**src/rtl/peak_lim_pkg.sv**
```systemverilog
package peak_lim_pkg;

    localparam int GAIN_W = 16;
    localparam int FRAC   = GAIN_W - 1;
    localparam logic [GAIN_W-1:0] UNITY = 16'h8000;

    typedef enum logic [1:0] {
        GRP_NONE  = 2'b00,
        GRP_A     = 2'b01,
        GRP_B     = 2'b10,
        GRP_NONE2 = 2'b11
    } grp_e;

    typedef struct packed {
        logic [3:0] att_rate;
        logic [3:0] rel_rate;
        logic [3:0] att_code;
        logic [3:0] rel_code;
        logic [7:0] fine_att;
        logic [7:0] fine_rel;
    } lim_cfg_t;

    function automatic logic [GAIN_W:0] rate_step(input logic [3:0] code);
        return (GAIN_W+1)'(1) << code;
    endfunction

    function automatic logic [31:0] coarse_thr(input logic [3:0] code, input int dw);
        return (32'(code) + 32'd1) << (dw - 5);
    endfunction

    function automatic logic [31:0] fine_thr(input logic [6:0] code, input int dw);
        return (32'(code) + 32'd1) << (dw - 8);
    endfunction

    function automatic logic [31:0] pick_thr(input logic [7:0] fine, input logic [3:0] coarse,
                                             input int dw);
        return fine[7] ? fine_thr(fine[6:0], dw) : coarse_thr(coarse, dw);
    endfunction

endpackage

```
**src/rtl/lim_regs.sv**
```systemverilog
module lim_regs
    import peak_lim_pkg::*;
(
    input  logic       clk,
    input  logic       rst,
    input  logic       we,
    input  logic [2:0] addr,
    input  logic [7:0] wdata,
    output lim_cfg_t   cfg_a,
    output lim_cfg_t   cfg_b
);
    localparam logic [7:0] RATE_RST = 8'h6A;
    localparam logic [7:0] THR_RST  = 8'h69;

    always_ff @(posedge clk) begin
        if (rst) begin
            cfg_a <= '{att_rate: RATE_RST[7:4], rel_rate: RATE_RST[3:0],
                       att_code: THR_RST[7:4],  rel_code: THR_RST[3:0],
                       fine_att: 8'h00, fine_rel: 8'h00};
            cfg_b <= '{att_rate: RATE_RST[7:4], rel_rate: RATE_RST[3:0],
                       att_code: THR_RST[7:4],  rel_code: THR_RST[3:0],
                       fine_att: 8'h00, fine_rel: 8'h00};
        end else if (we) begin
            case (addr)
                3'd0: {cfg_a.att_rate, cfg_a.rel_rate} <= wdata;
                3'd1: {cfg_a.att_code, cfg_a.rel_code} <= wdata;
                3'd2: {cfg_b.att_rate, cfg_b.rel_rate} <= wdata;
                3'd3: {cfg_b.att_code, cfg_b.rel_code} <= wdata;
                3'd4: cfg_a.fine_att <= wdata;
                3'd5: cfg_a.fine_rel <= wdata;
                3'd6: cfg_b.fine_att <= wdata;
                default: cfg_b.fine_rel <= wdata;
            endcase
        end
    end


    cfg_reset_chk: assert property (@(posedge clk) disable iff (rst)
        $past(rst) |-> ({cfg_a.att_rate, cfg_a.rel_rate} == RATE_RST &&
                        {cfg_b.att_code, cfg_b.rel_code} == THR_RST &&
                        cfg_a.fine_att == 8'h00 && cfg_b.fine_rel == 8'h00));
endmodule

```
**src/rtl/lim_gain.sv**
```systemverilog
module lim_gain
    import peak_lim_pkg::*;
#(
    parameter int   NCH = 4,
    parameter int   IW  = 18,
    parameter int   DW  = 16,
    parameter grp_e SEL = GRP_A
) (
    input  logic                 clk,
    input  logic                 rst,
    input  logic                 frame_valid,
    input  logic                 night_mode,
    input  lim_cfg_t             cfg,
    input  logic signed [IW-1:0] samples [NCH],
    input  logic [1:0]           grp     [NCH],
    output logic [GAIN_W-1:0]    gain
);
    logic [IW-1:0]   mag [NCH];
    logic [IW-1:0]   peak;
    logic [31:0]     att_thr, rel_thr, peak_w;
    logic [GAIN_W:0] att_step, rel_step, raised;
    logic            do_attack, do_release;

    for (genvar i = 0; i < NCH; i++) begin : g_mag
        assign mag[i] = samples[i][IW-1] ? (~samples[i] + 1'b1) : samples[i];
    end

    always_comb begin
        peak = '0;
        for (int i = 0; i < NCH; i++) begin
            if (grp[i] == SEL && mag[i] > peak) peak = mag[i];
        end
    end

    assign peak_w     = 32'(peak);
    assign att_thr    = pick_thr(cfg.fine_att, cfg.att_code, DW);
    assign rel_thr    = pick_thr(cfg.fine_rel, cfg.rel_code, DW);
    assign att_step   = rate_step(cfg.att_rate);
    assign rel_step   = rate_step(cfg.rel_rate);
    assign raised     = {1'b0, gain} + rel_step;
    assign do_attack  = peak_w > att_thr;
    assign do_release = !do_attack && (!night_mode || peak_w < rel_thr);

    always_ff @(posedge clk) begin
        if (rst) begin
            gain <= UNITY;
        end else if (frame_valid) begin
            if (do_attack)
                gain <= ({1'b0, gain} > att_step) ? gain - att_step[GAIN_W-1:0] : '0;
            else if (do_release)
                gain <= (raised >= {1'b0, UNITY}) ? UNITY : raised[GAIN_W-1:0];
        end
    end


    attack_drop_chk: assert property (@(posedge clk) disable iff (rst)
        (frame_valid && peak_w > att_thr && gain != '0) |=> gain < $past(gain));

    unity_cap_chk: assert property (@(posedge clk) disable iff (rst)
        gain <= UNITY);

    idle_hold_chk: assert property (@(posedge clk) disable iff (rst)
        !frame_valid |=> $stable(gain));

    night_hold_chk: assert property (@(posedge clk) disable iff (rst)
        (frame_valid && night_mode && peak_w <= att_thr && peak_w >= rel_thr) |=> $stable(gain));
endmodule

```
**src/rtl/lim_chan.sv**
```systemverilog
module lim_chan
    import peak_lim_pkg::*;
#(
    parameter int IW = 18,
    parameter int DW = 16
) (
    input  logic                 clk,
    input  logic                 rst,
    input  logic                 frame_valid,
    input  logic signed [IW-1:0] sample,
    input  logic [GAIN_W-1:0]    gain,
    output logic signed [DW-1:0] y
);
    localparam int PW   = IW + GAIN_W + 1;
    localparam int MAXV = 2 ** (DW - 1) - 1;
    localparam logic signed [PW-1:0] HI    = PW'(MAXV);
    localparam logic signed [PW-1:0] LO    = -HI - 1;
    localparam logic signed [IW-1:0] IN_HI = IW'(MAXV);
    localparam logic signed [DW-1:0] Y_HI  = DW'(MAXV);
    localparam logic signed [DW-1:0] Y_LO  = -Y_HI - 1;

    logic signed [PW-1:0] prod, scaled;

    assign prod   = sample * $signed({1'b0, gain});
    assign scaled = prod >>> FRAC;

    always_ff @(posedge clk) begin
        if (rst)
            y <= '0;
        else if (frame_valid)
            y <= (scaled > HI) ? Y_HI : (scaled < LO) ? Y_LO : scaled[DW-1:0];
    end


    sat_hi_chk: assert property (@(posedge clk) disable iff (rst)
        (frame_valid && gain == UNITY && sample > IN_HI) |=> y == Y_HI);

    sat_lo_chk: assert property (@(posedge clk) disable iff (rst)
        (frame_valid && gain == UNITY && sample < -IN_HI - 1) |=> y == Y_LO);
endmodule

```
**src/rtl/peak_limiter_dual.sv**
```systemverilog
module peak_limiter_dual
    import peak_lim_pkg::*;
#(
    parameter int NCH = 4,
    parameter int DW  = 16,
    parameter int HW  = 2,
    localparam int IW = DW + HW
) (
    input  logic                  clk,
    input  logic                  rst,
    input  logic                  frame_valid,
    input  logic [NCH*IW-1:0]     samples_in,
    input  logic [2*NCH-1:0]      ch_map,
    input  logic                  night_mode,
    input  logic                  cfg_we,
    input  logic [2:0]            cfg_addr,
    input  logic [7:0]            cfg_wdata,
    output logic [NCH*DW-1:0]     samples_out,
    output logic                  out_valid,
    output logic [GAIN_W-1:0]     gain_a,
    output logic [GAIN_W-1:0]     gain_b
);
    lim_cfg_t             cfg_a, cfg_b;
    logic signed [IW-1:0] smp [NCH];
    logic [1:0]           grp [NCH];

    lim_regs u_regs (
        .clk(clk), .rst(rst), .we(cfg_we), .addr(cfg_addr), .wdata(cfg_wdata),
        .cfg_a(cfg_a), .cfg_b(cfg_b)
    );

    lim_gain #(.NCH(NCH), .IW(IW), .DW(DW), .SEL(GRP_A)) u_gain_a (
        .clk(clk), .rst(rst), .frame_valid(frame_valid), .night_mode(night_mode),
        .cfg(cfg_a), .samples(smp), .grp(grp), .gain(gain_a)
    );

    lim_gain #(.NCH(NCH), .IW(IW), .DW(DW), .SEL(GRP_B)) u_gain_b (
        .clk(clk), .rst(rst), .frame_valid(frame_valid), .night_mode(night_mode),
        .cfg(cfg_b), .samples(smp), .grp(grp), .gain(gain_b)
    );

    for (genvar c = 0; c < NCH; c++) begin : g_ch
        logic [GAIN_W-1:0]    g_sel;
        logic signed [DW-1:0] y_c;

        assign smp[c] = samples_in[c*IW +: IW];
        assign grp[c] = ch_map[2*c +: 2];
        assign g_sel  = (grp[c] == GRP_A) ? gain_a :
                        (grp[c] == GRP_B) ? gain_b : UNITY;

        lim_chan #(.IW(IW), .DW(DW)) u_chan (
            .clk(clk), .rst(rst), .frame_valid(frame_valid),
            .sample(smp[c]), .gain(g_sel), .y(y_c)
        );
        assign samples_out[c*DW +: DW] = y_c;
    end

    always_ff @(posedge clk) begin
        if (rst) out_valid <= 1'b0;
        else     out_valid <= frame_valid;
    end


    valid_follow_chk: assert property (@(posedge clk) disable iff (rst)
        frame_valid |=> out_valid);

    valid_quiet_chk: assert property (@(posedge clk) disable iff (rst)
        !frame_valid |=> !out_valid);
endmodule

```
**config.mk**
```make
export PLATFORM = sky130hd
export DESIGN_NAME = peak_limiter_dual
export DESIGN_NICKNAME = d
export VERILOG_FILES = /design/src/rtl/peak_lim_pkg.sv /design/src/rtl/lim_regs.sv /design/src/rtl/lim_gain.sv /design/src/rtl/lim_chan.sv /design/src/rtl/peak_limiter_dual.sv
export SDC_FILE = /design/constraint.sdc
export NUM_CORES = 2
export LEC_CHECK = 0
export BUFFER_PORTS_ARGS = -buffer_cell sky130_fd_sc_hd__buf_2
export CAP_MARGIN = 5
export CORE_MARGIN = 3
export CORE_UTILIZATION = 60
export DETAILED_ROUTE_END_ITERATION = 6
export GPL_TIMING_DRIVEN = 0
export HOLD_SLACK_MARGIN = 0.12
export PLACE_DENSITY = 0.81
export SYNTH_ARGS = -nofsm -noshare
export SYNTH_HDL_FRONTEND = slang
export SYNTH_SLANG_ARGS = --single-unit
```
**constraint.sdc**
```tcl
create_clock -name clk -period 24 [get_ports clk]
set_input_delay 0 -clock clk [delete_from_list [all_inputs] [get_ports clk]]
set_output_delay 0 -clock clk [all_outputs]
set_load 0.02 [all_outputs]
```
# Word level (Yosys, flattened, before mapping)
# Index checks and enable logic that the tools add are counted.
[totals] reg_bits=161 in_bits=96 output_inout_bits=97
[classes] addsub=16 n_mul=4 magnitude_cmp=23 eq_ne=14 shift=4 muxes=40 bitwise=5 n_reduce_logical=29
[ops] op="$mux 16" count=24
[ops] op="$mux 18" count=12
[ops] op="$mul 18x17->35" count=4
[ops] op="$mux 32" count=4
[ops] op="$gt 18x18->1" count=6
[ops] op="$gt 20x16->1 const B" count=4
[ops] op="$lt 20x16->1 const B" count=4
[ops] op="$add 18x1->18 const B" count=4
[ops] op="$not 18->18" count=4
[ops] op="$shl 1x4->17 const A" count=4
[ops] op="$gt 18x32->1" count=2
[ops] op="$lt 18x32->1" count=2
[ops] op="$add 16x17->17" count=2
[ops] op="$ge 17x16->1 const B" count=2
[ops] op="$gt 16x17->1" count=2
[ops] op="$add 7x1->8 const B" count=4
[ops] op="$sub 16x16->16" count=2
[ops] op="$add 4x1->5 const B" count=4
[ops] op="$reduce_and 2->1" count=10
[ops] op="$gt 18x1->1 const B" count=1
[ops] op="$logic_and 1x1->1" count=10
[ops] op="$eq 3x3->1 const B" count=3
[ops] op="$eq 2x1->1 const B" count=4
[ops] op="$eq 2x2->1 const B" count=4
[ops] op="8 further kinds" count=13

# Longest topological paths before layout
[depth] ltp_word=20 mapped_depth=55 ltp_nobuf=46

# Cells and area by module
# Synthesis repeated with hierarchy kept, for this count alone.
[unflattened] cells_unflattened=7422 hier_area_um2=63193.1
[modules_own_cells] module="lim_chan at g_ch[0].u_chan ..." n_inst=2 cells_per_inst=1318 area_each_um2=11696.2
[modules_own_cells] module="lim_chan at g_ch[2].u_chan" n_inst=1 cells_per_inst=1306 area_each_um2=11527.3
[modules_own_cells] module="lim_chan at g_ch[3].u_chan" n_inst=1 cells_per_inst=1282 area_each_um2=11454.7
[modules_own_cells] module="lim_gain at u_gain_a" n_inst=1 cells_per_inst=940 area_each_um2=6732.7
[modules_own_cells] module="lim_gain at u_gain_b" n_inst=1 cells_per_inst=927 area_each_um2=6632.6
[modules_own_cells] module="lim_regs" n_inst=1 cells_per_inst=239 area_each_um2=2585.0
[modules_own_cells] module="peak_limiter_dual" n_inst=1 cells_per_inst=92 area_each_um2=868.3

# Least setup slack after synthesis
# OpenSTA, ideal clock, no wires.
[synth_timing] path_kind="input to register" from="in samples_in[23]" to="reg u_gain_b.gain[10]" setup_ns=0.117 t_arrival_ns=10.234 required_time_ns=23.883 setup_slack_ns=13.649 path_stages=50 path_buffers=10 path_cell_list="buf_6 -> or4_1 -> or4_1 -> or3_1 -> o31ai_1 -> xnor2_1 -> ha_1 -> nand2_1 -> nor4_1 -> inv_1 -> o2111ai_1 -> and2_0 -> clkbuf_1 -> clkbuf_1 -> clkbuf_1 -> nor2_1 -> a21oi_1 -> ha_1 -> (+14 left out) -> a221o_1 -> o21a_1 -> clkbuf_1 -> o21ai_0 -> ha_1 -> a21oi_1 -> nor2b_1 -> o21ai_0 -> nand2b_1 -> a2111o_1 -> a221oi_1 -> o21ai_0 -> nand4_1 -> o21ai_1 -> and2_1 -> clkbuf_2 -> buf_6 -> a22o_1"
[synth_between] elab_chain_len=17 word_cells_on_any_way=20 cone_classes="add/sub (1); order compare (5); mux (5); bitwise (1); reduce/logical (8)"
[synth_rtl] element="start, declared" line_no="peak_limiter_dual.sv:12" source="input logic [NCH*IW-1:0] samples_in,"
[synth_rtl] element="$not 18->18" line_no="lim_gain.sv:25" source="assign mag[i] = samples[i][IW-1] ? (~samples[i] + 1'b1) : samples[i];"
[synth_rtl] element="$add 18x1->18" line_no="lim_gain.sv:25"
[synth_rtl] element="$mux 18 *" line_no="lim_gain.sv:25"
[synth_rtl] element="$gt 18x18->1" line_no="lim_gain.sv:31" source="if (grp[i] == SEL && mag[i] > peak) peak = mag[i];"
[synth_rtl] element="$logic_and 1x1->1" line_no="lim_gain.sv:31"
[synth_rtl] element="$mux 18 *" line_no="lim_gain.sv:31"
[synth_rtl] element="$gt 18x18->1" line_no="lim_gain.sv:31"
[synth_rtl] element="$logic_and 1x1->1" line_no="lim_gain.sv:31"
[synth_rtl] element="$mux 18 *" line_no="lim_gain.sv:31"
[synth_rtl] element="$gt 18x18->1" line_no="lim_gain.sv:31"
[synth_rtl] element="$logic_and 1x1->1" line_no="lim_gain.sv:31"
[synth_rtl] element="$mux 18 *" line_no="lim_gain.sv:31"
[synth_rtl] element="$gt 18x32->1 or $lt 18x32->1 (tied branches)" line_no="lim_gain.sv:41, lim_gain.sv:42"
[synth_rtl] element="$logic_not 1->1 or $logic_or 1x1->1 (tied branches)" line_no="lim_gain.sv:42" source="assign do_release = !do_attack && (!night_mode || peak_w < rel_thr);"
[synth_rtl] element="$logic_and 1x1->1" line_no="lim_gain.sv:42"
[synth_rtl] element="$reduce_bool 2->1 (no source line)"
[synth_rtl] element="$reduce_and 2->1 (no source line)"
[synth_rtl] element="end signal, assigned" line_no="lim_gain.sv:49" source="gain <= ({1'b0, gain} > att_step) ? gain - att_step[GAIN_W-1:0] : '0;"
[synth_rtl] element="end signal, assigned" line_no="lim_gain.sv:51" source="gain <= (raised >= {1'b0, UNITY}) ? UNITY : raised[GAIN_W-1:0];"
[synth_rtl] element="end, declared" line_no="lim_gain.sv:16" source="output logic [GAIN_W-1:0] gain"
# Every way passes the cells marked *; elsewhere a longest branch is shown, timed or not.
# A chain may end at the register's enable or synchronous reset.

# Worst setup path in the final report
[layout_timing] from="in samples_in[0]" to="reg u_gain_a.gain[10]"
[layout_between] elab_chain_len=20 word_cells_on_any_way=23 cone_classes="add/sub (1); order compare (6); mux (6); bitwise (1); reduce/logical (9)"
[layout_rtl] element="$not 18->18" line_no="lim_gain.sv:25"
[layout_rtl] element="$add 18x1->18" line_no="lim_gain.sv:25"
[layout_rtl] element="$mux 18 *" line_no="lim_gain.sv:25"
[layout_rtl] element="$gt 18x1->1" line_no="lim_gain.sv:31"
[layout_rtl] element="$logic_and 1x1->1" line_no="lim_gain.sv:31"
[layout_rtl] element="$mux 18 *" line_no="lim_gain.sv:31"
[layout_rtl] element="$gt 18x18->1" line_no="lim_gain.sv:31"
[layout_rtl] element="$logic_and 1x1->1" line_no="lim_gain.sv:31"
[layout_rtl] element="(+4 left out)"
[layout_rtl] element="$gt 18x18->1" line_no="lim_gain.sv:31"
[layout_rtl] element="$logic_and 1x1->1" line_no="lim_gain.sv:31"
[layout_rtl] element="$mux 18 *" line_no="lim_gain.sv:31"
[layout_rtl] element="$gt 18x32->1 or $lt 18x32->1 (tied branches)" line_no="lim_gain.sv:41, lim_gain.sv:42"
[layout_rtl] element="$logic_not 1->1 or $logic_or 1x1->1 (tied branches)" line_no="lim_gain.sv:42"
[layout_rtl] element="$logic_and 1x1->1" line_no="lim_gain.sv:42"
[layout_rtl] element="$reduce_bool 2->1 (no source line)"
[layout_rtl] element="$reduce_and 2->1 (no source line)"
[layout_rtl] element="end signal, assigned" line_no="lim_gain.sv:49"
[layout_rtl] element="end signal, assigned" line_no="lim_gain.sv:51"
[layout_rtl] element="end, declared" line_no="lim_gain.sv:16"
# Marked as above.

==> results.md <==
* Core Area at roughly 97000 um^2
* Fin Clk Skew at 21.9 ps
* Critical path peak fanout at 10
* IO Count at ~190
* Fin util at 64.0%
* TritonCTS Buffers at 17
* DRT Pass-1 Iters at 6
* Avg Cell Area, Syn at 8.55 um^2
* Slowest stage delay, CP at 960 ps
* # rows at 114
* Slowest-stage cell, CP: a211oi_1
* Seq/Total Area, Yosys at 5.48%
* Setup violations, final at 0
* Clk Latency, worst-skew pair at 540 ps
* First-pass GRT wire length at 286000 um
* TritonCTS Sinks at 161
* WS Path Type: in2reg
* Die footprint at 102000 um^2
* Max clock buf depth at 2
* Commonest cells after routing, fill and taps aside: inv_1 (1368), fa_1 (1168), nand2_1 (992)
* GR Util All Layers at approximately 37%
* Final worst slack at 9420 ps
* Die width at between 300 and 400 um
* Final period util at between 60% and 70%
* Initial core utilization at slightly above 60%
* GP Congestion at between 1 and 1.5
* CP Launch Type: input pin
* Min Hold Slack at roughly 190 ps
* Setup total negative slack at 0 ps
* Layout area overhead at 5.59%
* Drt total wl at roughly 180000 um
* Clock Pin Slew Worst Setup and Hold Paths at 90 ps
* Initial DRC count at 4446
* Fin. max-slew vios at 0
* Leak pwr at 28.6 nW
* Async SR Flop Fraction at 0%
* Final Hold Viols at 0
* Yosys reg bits at 161
* Slew @ Worst Pin at 1390 ps
* Post-CTS Setup Inserts at 0
* Layout fillers at 8084
* Via Count at 49.6k
* Worst hold path class: in2reg
* Post-synth EDFFs at 0
* Setup crit end kind: flip-flop
* Primary FF master, synth: dfxtp_1
* Cts repair resizes at 0
* Port Buffers at 156
* Depth of the CTS H-tree at 4
* Final ANT Viol Nets at 0
* Hold path depth at 4
* CTS tree: built
* Unrepaired setup endpoints after global routing: false
* WP data arrival at 14980 ps
* Final worst path period need at 14580 ps
* Synthesized area at approximately 60000 um^2
* DP HPWL at between 150000 and 200000 um
* Commonest non-fill, non-tap cell in the layout: inv_1
* Yosys warning count at 0
* Pre-CTS WS at 9550 ps
* Max-cap viol count at 0
* Required time of the critical path at ~24000 ps
* Nets at 8899
* Wire length per cell at 21.7 um
* Fmax at 68.6 MHz
* Layout cell share with drive strength beyond 1 at 3.84%
* Count of different cell masters after synthesis at 94
* CTS root buffer: clkbuf_16
* Via density at 5.92
* Post-CTS Hold Buffers at 20
* Run status: finished clean
* Cells after synthesis at 6878
* Die H at 319 um
* Slew headroom at 7.19%
* Antenna violations before repair at 24
* Residual DRC at 0
* Worst reg-to-reg path cell count at 29
* Syn nets at 8700
* GRT overflow at 0
* Largest net degree at the start of global routing at 19
* Number of global-route vias before repair at around 52k
* Maximum vdd drop at 0.125 mV
* Power density cells at ~90 nW/um^2
metal layers:
metal  vias up  track usage (%)  wire [um]
li1      21900                -          -
met1     24600             46.2      68700
met2      2591             57.0      81700
met3       564             10.6      20200
met4        14             20.1      11400
met5         -                0         87
synth_stat cells, types with 88 or more instances:
master    number  share of area, %
fa_1        1168                40
nor2_1       241               1.5
nand2_1      992               6.3
clkbuf_1     296               1.9
o21ai_0      141               1.2
and2_1       456               4.9
ha_1         558                12
a21oi_1      196               1.7
xnor2_1      159               2.4
dfxtp_1      161               5.5
inv_1       1368               8.7
nand3_1       88              0.75
critical path, delay by kind of cell:
kind,cells,cell delay [ps]
fa+ha+maj,4,1240
mux,1,440
compound gates,15,6500
simple gates,18,3880
buf+inv,7,2860
power by group:
| part | internal [mW] | switching (mW) | total, mW | leakage, nW |
|---|---|---|---|---|
| combinational | 1.90 | 2.78 | 4.68 | 27.0 |
| sequential | 0.334 | 0.129 | 0.463 | 1.32 |
| clock | 0.139 | 0.157 | 0.297 | 0.289 |
| total | 2.37 | 3.07 | 5.44 | 28.6 |
logic make-up after synthesis:
group                      after synthesis  share of synthesized area, %
muxes                                   52                         0.913
DFF                                    161                          5.48
adders and majority gates             1727                          51.7
AOI/OAI and AO/OA                      837                          9.79
buffers and inverters                 1700                          11.0
xor gates and xnor gates               231                          3.44
and+or+nand+nor                       2170                          17.8
area by class of cell:
class	instances	area [um^2]	share of cell area [%]
Clock inverter	15	169	0.272
Clock buffer	17	425	0.685
Buffer	331	1310	2.10
Timing Repair Buffer	180	1040	1.67
Sequential cell	161	3220	5.19
Tap cell	1276	1600	2.57
Multi-Input combinational cell	5017	49100	79.2
Antenna cell	18	45.0	0.0725
Inverter	1369	5140	8.28
sequential cells by signal, summed over array words and instances, names as in the netlist:
register	count
g_ch.u_chan.y	64
u_regs.cfg_a	32
u_regs.cfg_b	32
u_gain_a.gain	16
u_gain_b.gain	16
out_valid	1
worst paths after layout:
kind | startpoint | endpoint | slack (ps)
hold / removal | cfg_addr[1] | u_regs.cfg_a[19] | 190
setup / recovery | samples_in[0] | u_gain_a.gain[10] | 9420
setup reg to reg | u_gain_a.gain[5] | g_ch[2].u_chan.y[11] | 14020
hold reg to reg | u_regs.cfg_b[1] | u_regs.cfg_b[1] | 480
stage by stage:
step | power, mW | instance area (um^2) | instances
after global placement | 4.92 | 61200 | 8310
after detailed placement | 5.03 | 61200 | 8314
after global routing | 6.03 | 62100 | 8372
after CTS | 5.40 | 62000 | 8366
after floorplan | 3.78 | 58800 | 6878
final | 5.44 | 62100 | 8384
No activity file was read; power rests on OpenSTA's default activity.
